--- src/rtl/spim_pkg.sv ---
package spim_pkg;
   typedef enum logic [1:0] {
      RA_CTRL = 2'd0,
      RA_DATA = 2'd1,
      RA_STAT = 2'd2,
      RA_RSVD = 2'd3
   } reg_addr_e;

   localparam int unsigned CT_TXEN  = 0;
   localparam int unsigned CT_RXEN  = 1;
   localparam int unsigned ST_BUSY  = 0;
   localparam int unsigned ST_EMPTY = 1;
   localparam int unsigned ST_FULL  = 2;
   localparam int unsigned ST_PEND  = 3;
   localparam int unsigned FLD_LO   = 4;
   localparam int unsigned CMD_CLR  = 0;
   localparam int unsigned CMD_ACK  = 3;
endpackage

--- src/rtl/spim_buf.sv ---
module spim_buf #(
   parameter int unsigned DW        = 8,
   parameter int unsigned DEPTH     = 16,
   parameter bit          RESET_EN  = 1'b1,
   localparam int unsigned AW       = $clog2(DEPTH)
) (
   input  logic          clk,
   input  logic          rst_n,
   input  logic          wa_en,
   input  logic [AW-1:0] wa_addr,
   input  logic [DW-1:0] wa_data,
   input  logic          wb_en,
   input  logic [AW-1:0] wb_addr,
   input  logic [DW-1:0] wb_data,
   input  logic [AW-1:0] ra_addr,
   output logic [DW-1:0] ra_data,
   input  logic [AW-1:0] rb_addr,
   output logic [DW-1:0] rb_data
);
   logic [DW-1:0] mem [DEPTH];

   for (genvar e = 0; e < DEPTH; e++) begin : g_ent
      logic hit_a, hit_b;
      assign hit_a = wa_en && (wa_addr == AW'(e));
      assign hit_b = wb_en && (wb_addr == AW'(e));
      if (RESET_EN) begin : g_rst
         always_ff @(posedge clk or negedge rst_n) begin
            if (!rst_n)     mem[e] <= '0;
            else if (hit_b) mem[e] <= wb_data;
            else if (hit_a) mem[e] <= wa_data;
         end
      end else begin : g_nrst
         always_ff @(posedge clk) begin
            if (hit_b)      mem[e] <= wb_data;
            else if (hit_a) mem[e] <= wa_data;
         end
      end
   end

   assign ra_data = mem[ra_addr];
   assign rb_data = mem[rb_addr];
endmodule

--- src/rtl/spim_shift.sv ---
module spim_shift #(
   parameter int unsigned DW       = 8,
   parameter int unsigned CLK_HALF = 2,
   localparam int unsigned HCW     = (CLK_HALF > 1) ? $clog2(CLK_HALF) : 1,
   localparam int unsigned BW      = $clog2(DW)
) (
   input  logic          clk,
   input  logic          rst_n,
   input  logic          start_i,
   input  logic [DW-1:0] data_i,
   input  logic          miso_i,
   output logic          sclk_o,
   output logic          mosi_o,
   output logic          active_o,
   output logic          done_o,
   output logic [DW-1:0] rx_o
);
   logic [HCW-1:0] hcnt;
   logic [BW-1:0]  bitc;
   logic [DW-1:0]  tx_sr;
   logic           edge_due;

   assign edge_due = (hcnt == HCW'(CLK_HALF - 1));
   assign mosi_o   = tx_sr[DW-1];

   always_ff @(posedge clk or negedge rst_n) begin
      if (!rst_n) begin
         hcnt     <= '0;
         bitc     <= '0;
         tx_sr    <= '0;
         rx_o     <= '0;
         sclk_o   <= 1'b0;
         active_o <= 1'b0;
         done_o   <= 1'b0;
      end else begin
         done_o <= 1'b0;
         if (start_i && !active_o) begin
            active_o <= 1'b1;
            tx_sr    <= data_i;
            hcnt     <= '0;
            bitc     <= '0;
            sclk_o   <= 1'b0;
         end else if (active_o) begin
            if (edge_due) begin
               hcnt <= '0;
               if (!sclk_o) begin
                  sclk_o <= 1'b1;
                  rx_o   <= {rx_o[DW-2:0], miso_i};
               end else begin
                  sclk_o <= 1'b0;
                  if (bitc == BW'(DW - 1)) begin
                     active_o <= 1'b0;
                     done_o   <= 1'b1;
                  end else begin
                     bitc  <= bitc + 1'b1;
                     tx_sr <= {tx_sr[DW-2:0], 1'b0};
                  end
               end
            end else begin
               hcnt <= hcnt + 1'b1;
            end
         end
      end
   end
endmodule

--- src/rtl/spim_ctrl.sv ---
module spim_ctrl
   import spim_pkg::*;
#(
   parameter int unsigned DW    = 8,
   parameter int unsigned DEPTH = 16,
   localparam int unsigned AW   = $clog2(DEPTH),
   localparam int unsigned CW   = AW + 1
) (
   input  logic          clk,
   input  logic          rst_n,
   input  logic          host_we,
   input  logic          host_re,
   input  logic [1:0]    host_addr,
   input  logic [DW-1:0] host_wdata,
   output logic [DW-1:0] host_rdata,
   output logic          buf_wa_en,
   output logic [AW-1:0] buf_wa_addr,
   output logic [DW-1:0] buf_wa_data,
   output logic          buf_wb_en,
   output logic [AW-1:0] buf_wb_addr,
   output logic [DW-1:0] buf_wb_data,
   output logic [AW-1:0] buf_rd_addr,
   input  logic [DW-1:0] buf_rd_data,
   output logic [AW-1:0] buf_ls_addr,
   input  logic [DW-1:0] buf_ls_data,
   output logic          sh_start,
   output logic [DW-1:0] sh_data,
   input  logic          sh_active,
   input  logic          sh_done,
   input  logic [DW-1:0] sh_rx,
   output logic          busy_o,
   output logic          irq_o,
   output logic          tx_en_o,
   output logic          rx_en_o,
   output logic [CW-1:0] done_cnt_o,
   output logic [CW-1:0] len_o
);
   logic [DW-1:0] ctrl_q;
   logic [CW-1:0] wr_cnt, done_cnt, unsent;
   logic [AW-1:0] rd_ptr, len_fld;
   logic          busy, pend, irq;
   logic          wr_ctrl, wr_data, wr_stat, rd_data, last_word, go;

   assign tx_en_o    = ctrl_q[CT_TXEN];
   assign rx_en_o    = ctrl_q[CT_RXEN];
   assign len_fld    = ctrl_q[FLD_LO +: AW];
   assign len_o      = (len_fld == '0) ? CW'(DEPTH) : {1'b0, len_fld};
   assign unsent     = wr_cnt - done_cnt;
   assign done_cnt_o = done_cnt;
   assign busy_o     = busy;
   assign irq_o      = irq;

   assign wr_ctrl   = host_we && (host_addr == RA_CTRL) && !busy;
   assign wr_data   = host_we && (host_addr == RA_DATA) && (wr_cnt < len_o);
   assign wr_stat   = host_we && (host_addr == RA_STAT);
   assign rd_data   = host_re && (host_addr == RA_DATA);
   assign last_word = sh_done && ((done_cnt + 1'b1) == len_o);
   assign go        = !busy && (tx_en_o || rx_en_o) && (unsent != '0) && (done_cnt < len_o);

   assign buf_wa_en   = wr_data;
   assign buf_wa_addr = wr_cnt[AW-1:0];
   assign buf_wa_data = host_wdata;
   assign buf_wb_en   = sh_done && rx_en_o;
   assign buf_wb_addr = done_cnt[AW-1:0];
   assign buf_wb_data = sh_rx;
   assign buf_rd_addr = rd_ptr;
   assign buf_ls_addr = done_cnt[AW-1:0];

   assign sh_start = busy && !sh_active && !sh_done && (unsent != '0);
   assign sh_data  = tx_en_o ? buf_ls_data : '0;

   always_ff @(posedge clk or negedge rst_n) begin
      if (!rst_n) begin
         ctrl_q   <= '0;
         wr_cnt   <= '0;
         done_cnt <= '0;
         rd_ptr   <= '0;
         busy     <= 1'b0;
         pend     <= 1'b0;
         irq      <= 1'b0;
      end else begin
         irq <= 1'b0;
         if (wr_ctrl) ctrl_q <= host_wdata;
         if (wr_data) wr_cnt <= wr_cnt + 1'b1;
         if (rd_data) rd_ptr <= rd_ptr + 1'b1;
         if (go) busy <= 1'b1;
         if (sh_done) done_cnt <= done_cnt + 1'b1;
         if (wr_stat && host_wdata[CMD_ACK]) pend <= 1'b0;
         if (last_word) begin
            busy <= 1'b0;
            irq  <= 1'b1;
            pend <= 1'b1;
         end
         if (wr_stat && host_wdata[CMD_CLR] && !busy) begin
            wr_cnt   <= '0;
            done_cnt <= '0;
            rd_ptr   <= '0;
         end
      end
   end

   always_comb begin
      host_rdata = '0;
      unique case (host_addr)
         RA_CTRL: host_rdata = ctrl_q;
         RA_DATA: host_rdata = buf_rd_data;
         RA_STAT: begin
            host_rdata[ST_BUSY]        = busy;
            host_rdata[ST_EMPTY]       = (unsent == '0);
            host_rdata[ST_FULL]        = (unsent == CW'(DEPTH));
            host_rdata[ST_PEND]        = pend;
            host_rdata[FLD_LO +: AW]   = done_cnt[AW-1:0];
         end
         default: host_rdata = '0;
      endcase
   end
endmodule

--- src/rtl/spim_burst.sv ---
module spim_burst #(
   parameter int unsigned DW        = 8,
   parameter int unsigned DEPTH     = 16,
   parameter int unsigned CLK_HALF  = 2,
   parameter bit          BUF_RESET = 1'b1
) (
   input  logic          clk,
   input  logic          rst_n,
   input  logic          host_we,
   input  logic          host_re,
   input  logic [1:0]    host_addr,
   input  logic [DW-1:0] host_wdata,
   output logic [DW-1:0] host_rdata,
   output logic          sclk_o,
   output logic          mosi_o,
   input  logic          miso_i,
   output logic          irq_o
);
   localparam int unsigned AW = $clog2(DEPTH);
   localparam int unsigned CW = AW + 1;

   if (DEPTH != (1 << AW)) begin : g_chk_depth
      $error("DEPTH must be a power of two");
   end
   if (DW < AW + 4) begin : g_chk_dw
      $error("DW too narrow for the status layout");
   end
   if (CLK_HALF < 1) begin : g_chk_half
      $error("CLK_HALF must be at least 1");
   end

   logic          wa_en, wb_en;
   logic [AW-1:0] wa_addr, wb_addr, rd_addr, ls_addr;
   logic [DW-1:0] wa_data, wb_data, rd_data, ls_data;
   logic          sh_start, sh_active, sh_done;
   logic [DW-1:0] sh_data, sh_rx;
   logic          busy, tx_en, rx_en;
   logic [CW-1:0] done_cnt, burst_len;

   spim_buf #(.DW(DW), .DEPTH(DEPTH), .RESET_EN(BUF_RESET)) i_buf (
      .clk(clk), .rst_n(rst_n),
      .wa_en(wa_en), .wa_addr(wa_addr), .wa_data(wa_data),
      .wb_en(wb_en), .wb_addr(wb_addr), .wb_data(wb_data),
      .ra_addr(rd_addr), .ra_data(rd_data),
      .rb_addr(ls_addr), .rb_data(ls_data)
   );

   spim_shift #(.DW(DW), .CLK_HALF(CLK_HALF)) i_shift (
      .clk(clk), .rst_n(rst_n),
      .start_i(sh_start), .data_i(sh_data), .miso_i(miso_i),
      .sclk_o(sclk_o), .mosi_o(mosi_o),
      .active_o(sh_active), .done_o(sh_done), .rx_o(sh_rx)
   );

   spim_ctrl #(.DW(DW), .DEPTH(DEPTH)) i_ctrl (
      .clk(clk), .rst_n(rst_n),
      .host_we(host_we), .host_re(host_re), .host_addr(host_addr),
      .host_wdata(host_wdata), .host_rdata(host_rdata),
      .buf_wa_en(wa_en), .buf_wa_addr(wa_addr), .buf_wa_data(wa_data),
      .buf_wb_en(wb_en), .buf_wb_addr(wb_addr), .buf_wb_data(wb_data),
      .buf_rd_addr(rd_addr), .buf_rd_data(rd_data),
      .buf_ls_addr(ls_addr), .buf_ls_data(ls_data),
      .sh_start(sh_start), .sh_data(sh_data),
      .sh_active(sh_active), .sh_done(sh_done), .sh_rx(sh_rx),
      .busy_o(busy), .irq_o(irq_o), .tx_en_o(tx_en), .rx_en_o(rx_en),
      .done_cnt_o(done_cnt), .len_o(burst_len)
   );
endmodule

--- config.mk ---
export PLATFORM = sky130hd
export DESIGN_NAME = spim_burst
export DESIGN_NICKNAME = d
export VERILOG_FILES = /design/src/rtl/spim_pkg.sv /design/src/rtl/spim_buf.sv /design/src/rtl/spim_shift.sv /design/src/rtl/spim_ctrl.sv /design/src/rtl/spim_burst.sv
export SDC_FILE = /design/constraint.sdc
export NUM_CORES = 1
export LEC_CHECK = 0
export ABC_AREA = 1
export BUFFER_PORTS_ARGS = -buffer_cell sky130_fd_sc_hd__buf_2
export CAP_MARGIN = 20
export CORE_UTILIZATION = 58
export DETAILED_ROUTE_END_ITERATION = 6
export GPL_TIMING_DRIVEN = 0
export PLACE_DENSITY = 0.76
export SETUP_SLACK_MARGIN = 0.2
export SYNTH_ARGS = -nofsm -noshare
export SYNTH_HDL_FRONTEND = slang
export SYNTH_HIERARCHICAL = 1
export SYNTH_SLANG_ARGS = --single-unit
--- constraint.sdc ---
create_clock -name clk -period 2.6 [get_ports clk]
set_input_delay 0.26 -clock clk [delete_from_list [all_inputs] [get_ports clk]]
set_output_delay 0.26 -clock clk [all_outputs]
set_load 0.005 [all_outputs]
# --- After elaboration in Yosys (flattened, before gate mapping) ---
# Cells that the tools add are included.
totals:
  reg_bits: 176
  inputBits: 15
  out_inout_bits: 11
  elab_cells: 246
classes:
  n_addsub: 6
  order_cmp: 4
  eq_ne: 36
  n_mux: 79
  n_bitwise: 4
  reduce_logical: 87
ops:
  columns: ["op", "n"]
  rows:
  - ["2-to-1 mux 8 bit", 42]
  - ["binary-select mux 8 bit (select 4 bit)", 2]
  - ["== test 4 bit (second input constant)", 16]
  - ["logical AND 1 bit", 50]
  - ["nonzero test 2 bit", 24]
  - ["== test 4 x 3 -> 1 bit (second input constant)", 8]
  - ["2-to-1 mux 5 bit", 5]
  - ["case mux 8 bit (3 select lines)", 1]
  - ["2-to-1 mux 1 bit", 22]
  - ["== test 4 x 2 -> 1 bit (second input constant)", 4]
  - ["2-to-1 mux 3 bit", 5]
  - ["logical NOT 4 bit", 3]
  - ["adder 5 x 1 -> 5 bit (second input constant)", 2]
  - [">= comparator 5 bit (second input constant)", 2]
  - ["< comparator 5 bit", 2]
  - ["NOT 4 -> 5 bit", 2]
  - ["== test 4 x 1 -> 1 bit (second input constant)", 2]
  - ["2-to-1 mux 4 bit", 2]
  - ["AND reduction 4 bit", 2]
  - ["== test 5 bit", 1]
  - ["== test 5 bit (second input constant)", 1]
  - ["logical NOT 5 bit", 1]
  - ["nonzero test 5 bit", 1]
  - ["subtractor 5 bit", 1]
  - ["other kinds (12)", 15]

# --- Depth between registers and ports, before layout ---
depth:
  word_depth: 7
  depth_mapped: 17
  mapped_depth_nobuf: 16

# --- Cells and area by module ---
# The synthesis kept the hierarchy.
by_module_without_submodules:
  columns: ["mod", "n_inst", "cells_per_inst", "area_each_um2", "seq_area_each_um2"]
  rows:
  - ["spim_buf", 1, 1464, 9176.3, 3203.1]
  - ["spim_ctrl", 1, 281, 2065.7, 625.6]
  - ["spim_shift", 1, 122, 1024.7, 575.6]

# --- Worst setup path after synthesis ---
# No wires, ideal clock.
synth_path:
  path_type: "reg-to-reg"
  start: "register i_ctrl.ctrl_q[6]"
  end: "register i_buf/mem[15] (netlist name)"
  setup_ns: 0.138
  t_arrival_ns: 2.245
  required_ns: 2.462
  setup_slack_ns: 0.217
  path_stages_with_launch: 14
  path_buffers: 0
  period_less_slack_ns: 2.383
  path_cell_list: "dfrtp_1 > inv_1 > nand3_1 > ha_1 > nand2_1 > inv_1 > nand4_1 > nand3_2 > inv_2 > nand3_1 > nor2_1 > nor2_1 > nand2_1 > o211ai_1"
synth_via:
  elab_chain_len: 6
synth_lines:
  columns: ["item", "line", "text"]
  rows:
  - ["start, declared", "spim_ctrl.sv:38", "logic [DW-1:0] ctrl_q;"]
  - ["start signal, assigned", "spim_ctrl.sv:83", "if (wr_ctrl) ctrl_q <= host_wdata;"]
  - ["logical NOT 4 bit", "spim_ctrl.sv:47", "assign len_o = (len_fld == '0) ? CW'(DEPTH) : {1'b0, len_fld};"]
  - ["2-to-1 mux 5 bit (*)", "spim_ctrl.sv:47", null]
  - ["< comparator 5 bit (*)", "spim_ctrl.sv:54", "assign wr_data = host_we && (host_addr == RA_DATA) && (wr_cnt < len_o);"]
  - ["logical AND 1 bit (*)", "spim_ctrl.sv:54", null]
  - ["net wa_en", "spim_burst.sv:32", "logic wa_en, wb_en;"]
  - ["logical AND 1 bit (*)", "spim_buf.sv:24", "assign hit_a = wa_en && (wa_addr == AW'(e));"]
  - ["nonzero test 2 bit (no line) (*)", null, null]
  - ["end signal, assigned by index", "spim_buf.sv:29", "else if (hit_b) mem[e] <= wb_data;"]
  - ["end signal, assigned by index", "spim_buf.sv:30", "else if (hit_a) mem[e] <= wa_data;"]
  - ["end, declared", "spim_buf.sv:20", "logic [DW-1:0] mem [DEPTH];"]
# The timed path passes the listed nets; every way through them passes the cells marked *.
# A chain may end at the register's enable or synchronous reset.

# --- Worst setup path in the final report ---
layout_path:
  start: "register i_shift.rx_o[4]"
  end: "register i_buf/mem[12] (netlist name)"
layout_via:
  elab_chain_len: 1
layout_lines:
  columns: ["item", "line", "text"]
  rows:
  - ["start, declared", "spim_shift.sv:16", "output logic [DW-1:0] rx_o"]
  - ["start signal, assigned", "spim_shift.sv:48", "rx_o <= {rx_o[DW-2:0], miso_i};"]
  - ["2-to-1 mux 8 bit", "spim_buf.sv:29", null]
# No other way between the ends.

==> impl_metrics.json <==
{
  "clock_path_buffers": 2,
  "max_freq_mhz": 402,
  "peakVddDrop_uv": 755,
  "post-route-period-util_pct": 95.8,
  "antenna_found_initial": 1,
  "wl_mm": 53.5,
  "wl_per_cell_um": 24.0,
  "grt_pass1_vias": 12900,
  "num_rows": 52,
  "dp_hpwl_mm": 37.1,
  "drc_errors": 2,
  "dr.pass1.iters": 7,
  "hold_ws_ps": 68.1,
  "ys_warn_count": 6,
  "die_width_um": 147,
  "viasPerCell": 6.32,
  "dr.max_layer_used": "met4",
  "syn-instance-count": 1860,
  "fin_crit_ps": 2490,
  "min_from": "host_wdata[4]",
  "n_fill_cell": 1669,
  "arrival_ps": 2850,
  "worst_pin_slew_ps": 1290,
  "layout_commonest_cell": "nand2_1",
  "vias": 14100,
  "portBuffers": 25,
  "total_power_mw": 17.1,
  "finalSetupViolations": 0,
  "cpPeakStageDelay_ps": 900,
  "min_path_cells": 2,
  "syn-mean-instance-area_um2": 6.57,
  "start_util_pct": 59.8,
  "path_max_fanout": 10,
  "wl_met1_mm": 19.1,
  "hold_viol": 0,
  "rr_worst_depth": 6,
  "wl_met3_mm": 7.94,
  "maxCapViolCount": 0,
  "power.leakage_nw": 7.37,
  "grt_overflow_total": 0,
  "drv_slew": 0,
  "grt_start_max_net_pins": 112,
  "hp-class": "in2reg",
  "final_antenna_net_count": 0,
  "power_density_nw_per_um2": 1180,
  "grt_setup_unrepaired": "yes",
  "die_y_um": 147,
  "dpl_cell_area_um2": 12700,
  "clk_latency_ps": 450,
  "worstSetupStartpointType": "flop",
  "crit_family": "buffers and inverters",
  "design_area_um2": 14500,
  "core-area_um2": 20400,
  "worstSetupPathType": "reg2reg",
  "htreeDepth": 4,
  "final_cell_mix": "592 x nand2_1, 397 x nand3_1, 216 x inv_1",
  "grt_first_pass_wirelength_mm": 76.7,
  "grt.total_usage_pct": 48.1,
  "syn2layout_area_growth_pct": 18.4,
  "io_pins": 26,
  "cts_buffers": 17,
  "critPathCaptureType": "flop",
  "routed-wl-met2_mm": 22.6,
  "crit_buf_inv": 3,
  "cts_tree": "yes",
  "final_nets": 1978,
  "die_area_um2": 21700,
  "gp_congestion": 1.14,
  "drive_gt1_share_pct": 17.8,
  "fin_util_pct": 70.9,
  "crit-reg2reg-launch": "i_shift/rx_o[4]$_DFFE_PN0P_",
  "crit_slowest_cell": "clkbuf_1",
  "max_slew_margin_pct": 14.1,
  "path_clk_slew_ps": 80,
  "clock_skew_ps": 11.7,
  "syn_nets": 1893,
  "outcome": "finished with violations",
  "startpoint": "i_shift/rx_o[4]$_DFFE_PN0P_",
  "path_depth": 6,
  "violations": "design-rule violations",
  "cts-root-buf": "clkbuf_16",
  "syn-cell-area_um2": 12200,
  "required_ps": 2960,
  "cts_sinks": 176,
  "drtIter0Drc": 2199,
  "crit_chain": "buf_4 -> clkbuf_1 -> inv_1 -> nand2_1 -> nand3_1 -> o21ai_0"
}
==> sequential cells by signal (all words and copies together) (netlist names) <==
name and count:
i_buf/mem 128, i_ctrl/buf_rd_addr 4, i_ctrl/busy_o 1, i_ctrl/ctrl_q 8, i_ctrl/done_cnt_o 5, i_ctrl/irq_o 1, i_ctrl/pend 1, i_ctrl/wr_cnt 5
i_shift/active_o 1, i_shift/bitc 3, i_shift/done_o 1, i_shift/edge_due 1, i_shift/rx_o 8, i_shift/sclk_o 1, i_shift/tx_sr 8
==> cell type report <==
cell class / count / area (µm²) / share of cell area [%]
plain buffers: 108 / 833 / 5.76
clock inverters: 15 / 193 / 1.33
clock buffers: 17 / 425 / 2.94
diodes: 1 / 2.50 / 0.0173
well taps: 270 / 338 / 2.33
repair buffers: 67 / 512 / 3.53
inverters: 246 / 947 / 6.54
multi-input cells: 1329 / 6810 / 47.0
flip-flops and latches: 176 / 4420 / 30.5
==> per-stage QoR <==
stage	std cells	setup TNS [ps]	worst slack [ps]
3_3_place_gp	2155	-286200	-1570
6_report	2229	0	110
4_1_cts	2215	0	201
3_5_place_dp	2156	-20160	-499
2_1_floorplan	1860	0	232
5_1_grt	2228	0	48.9
==> where the power goes <==
| group | internal, mW | switching [mW] | leakage, nW |
|---|---|---|---|
| logic | 3.06 | 6.77 | 5.04 |
| registers | 3.76 | 0.725 | 2.03 |
| clock network | 1.47 | 1.35 | 0.292 |
| total | 8.29 | 8.84 | 7.37 |
==> repair_timing <==
item,4_1_cts,5_1_grt
gates resized for setup,131,125
hold buffers,1,0
cloned,0,2
endpoints found under the setup margin,149,136
pin swaps,12,21
setup buffers,26,12
endpoints found under the hold margin,65,0
==> final timing paths <==
path	slack [ps]	endpoint
hold / removal	70	i_ctrl/ctrl_q[4]$_DFFE_PN0P_
setup reg to reg	110	i_buf/mem[12]$_DFFE_PN0P_
hold reg to reg	490	i_buf/mem[86]$_DFFE_PN0P_
min in group asynchronous	330	i_buf/mem[55]$_DFFE_PN0P_
setup / recovery	110	i_buf/mem[12]$_DFFE_PN0P_
max in group asynchronous	1270	i_ctrl/ctrl_q[7]$_DFFE_PN0P_
==> per-layer routing <==
metal	global-route usage, %	up-vias
met5	0	-
met4	28.0	0
met3	14.3	290
met2	71.9	1170
met1	61.6	6497
li1	-	6141
(Power assumes the default switching activity.)
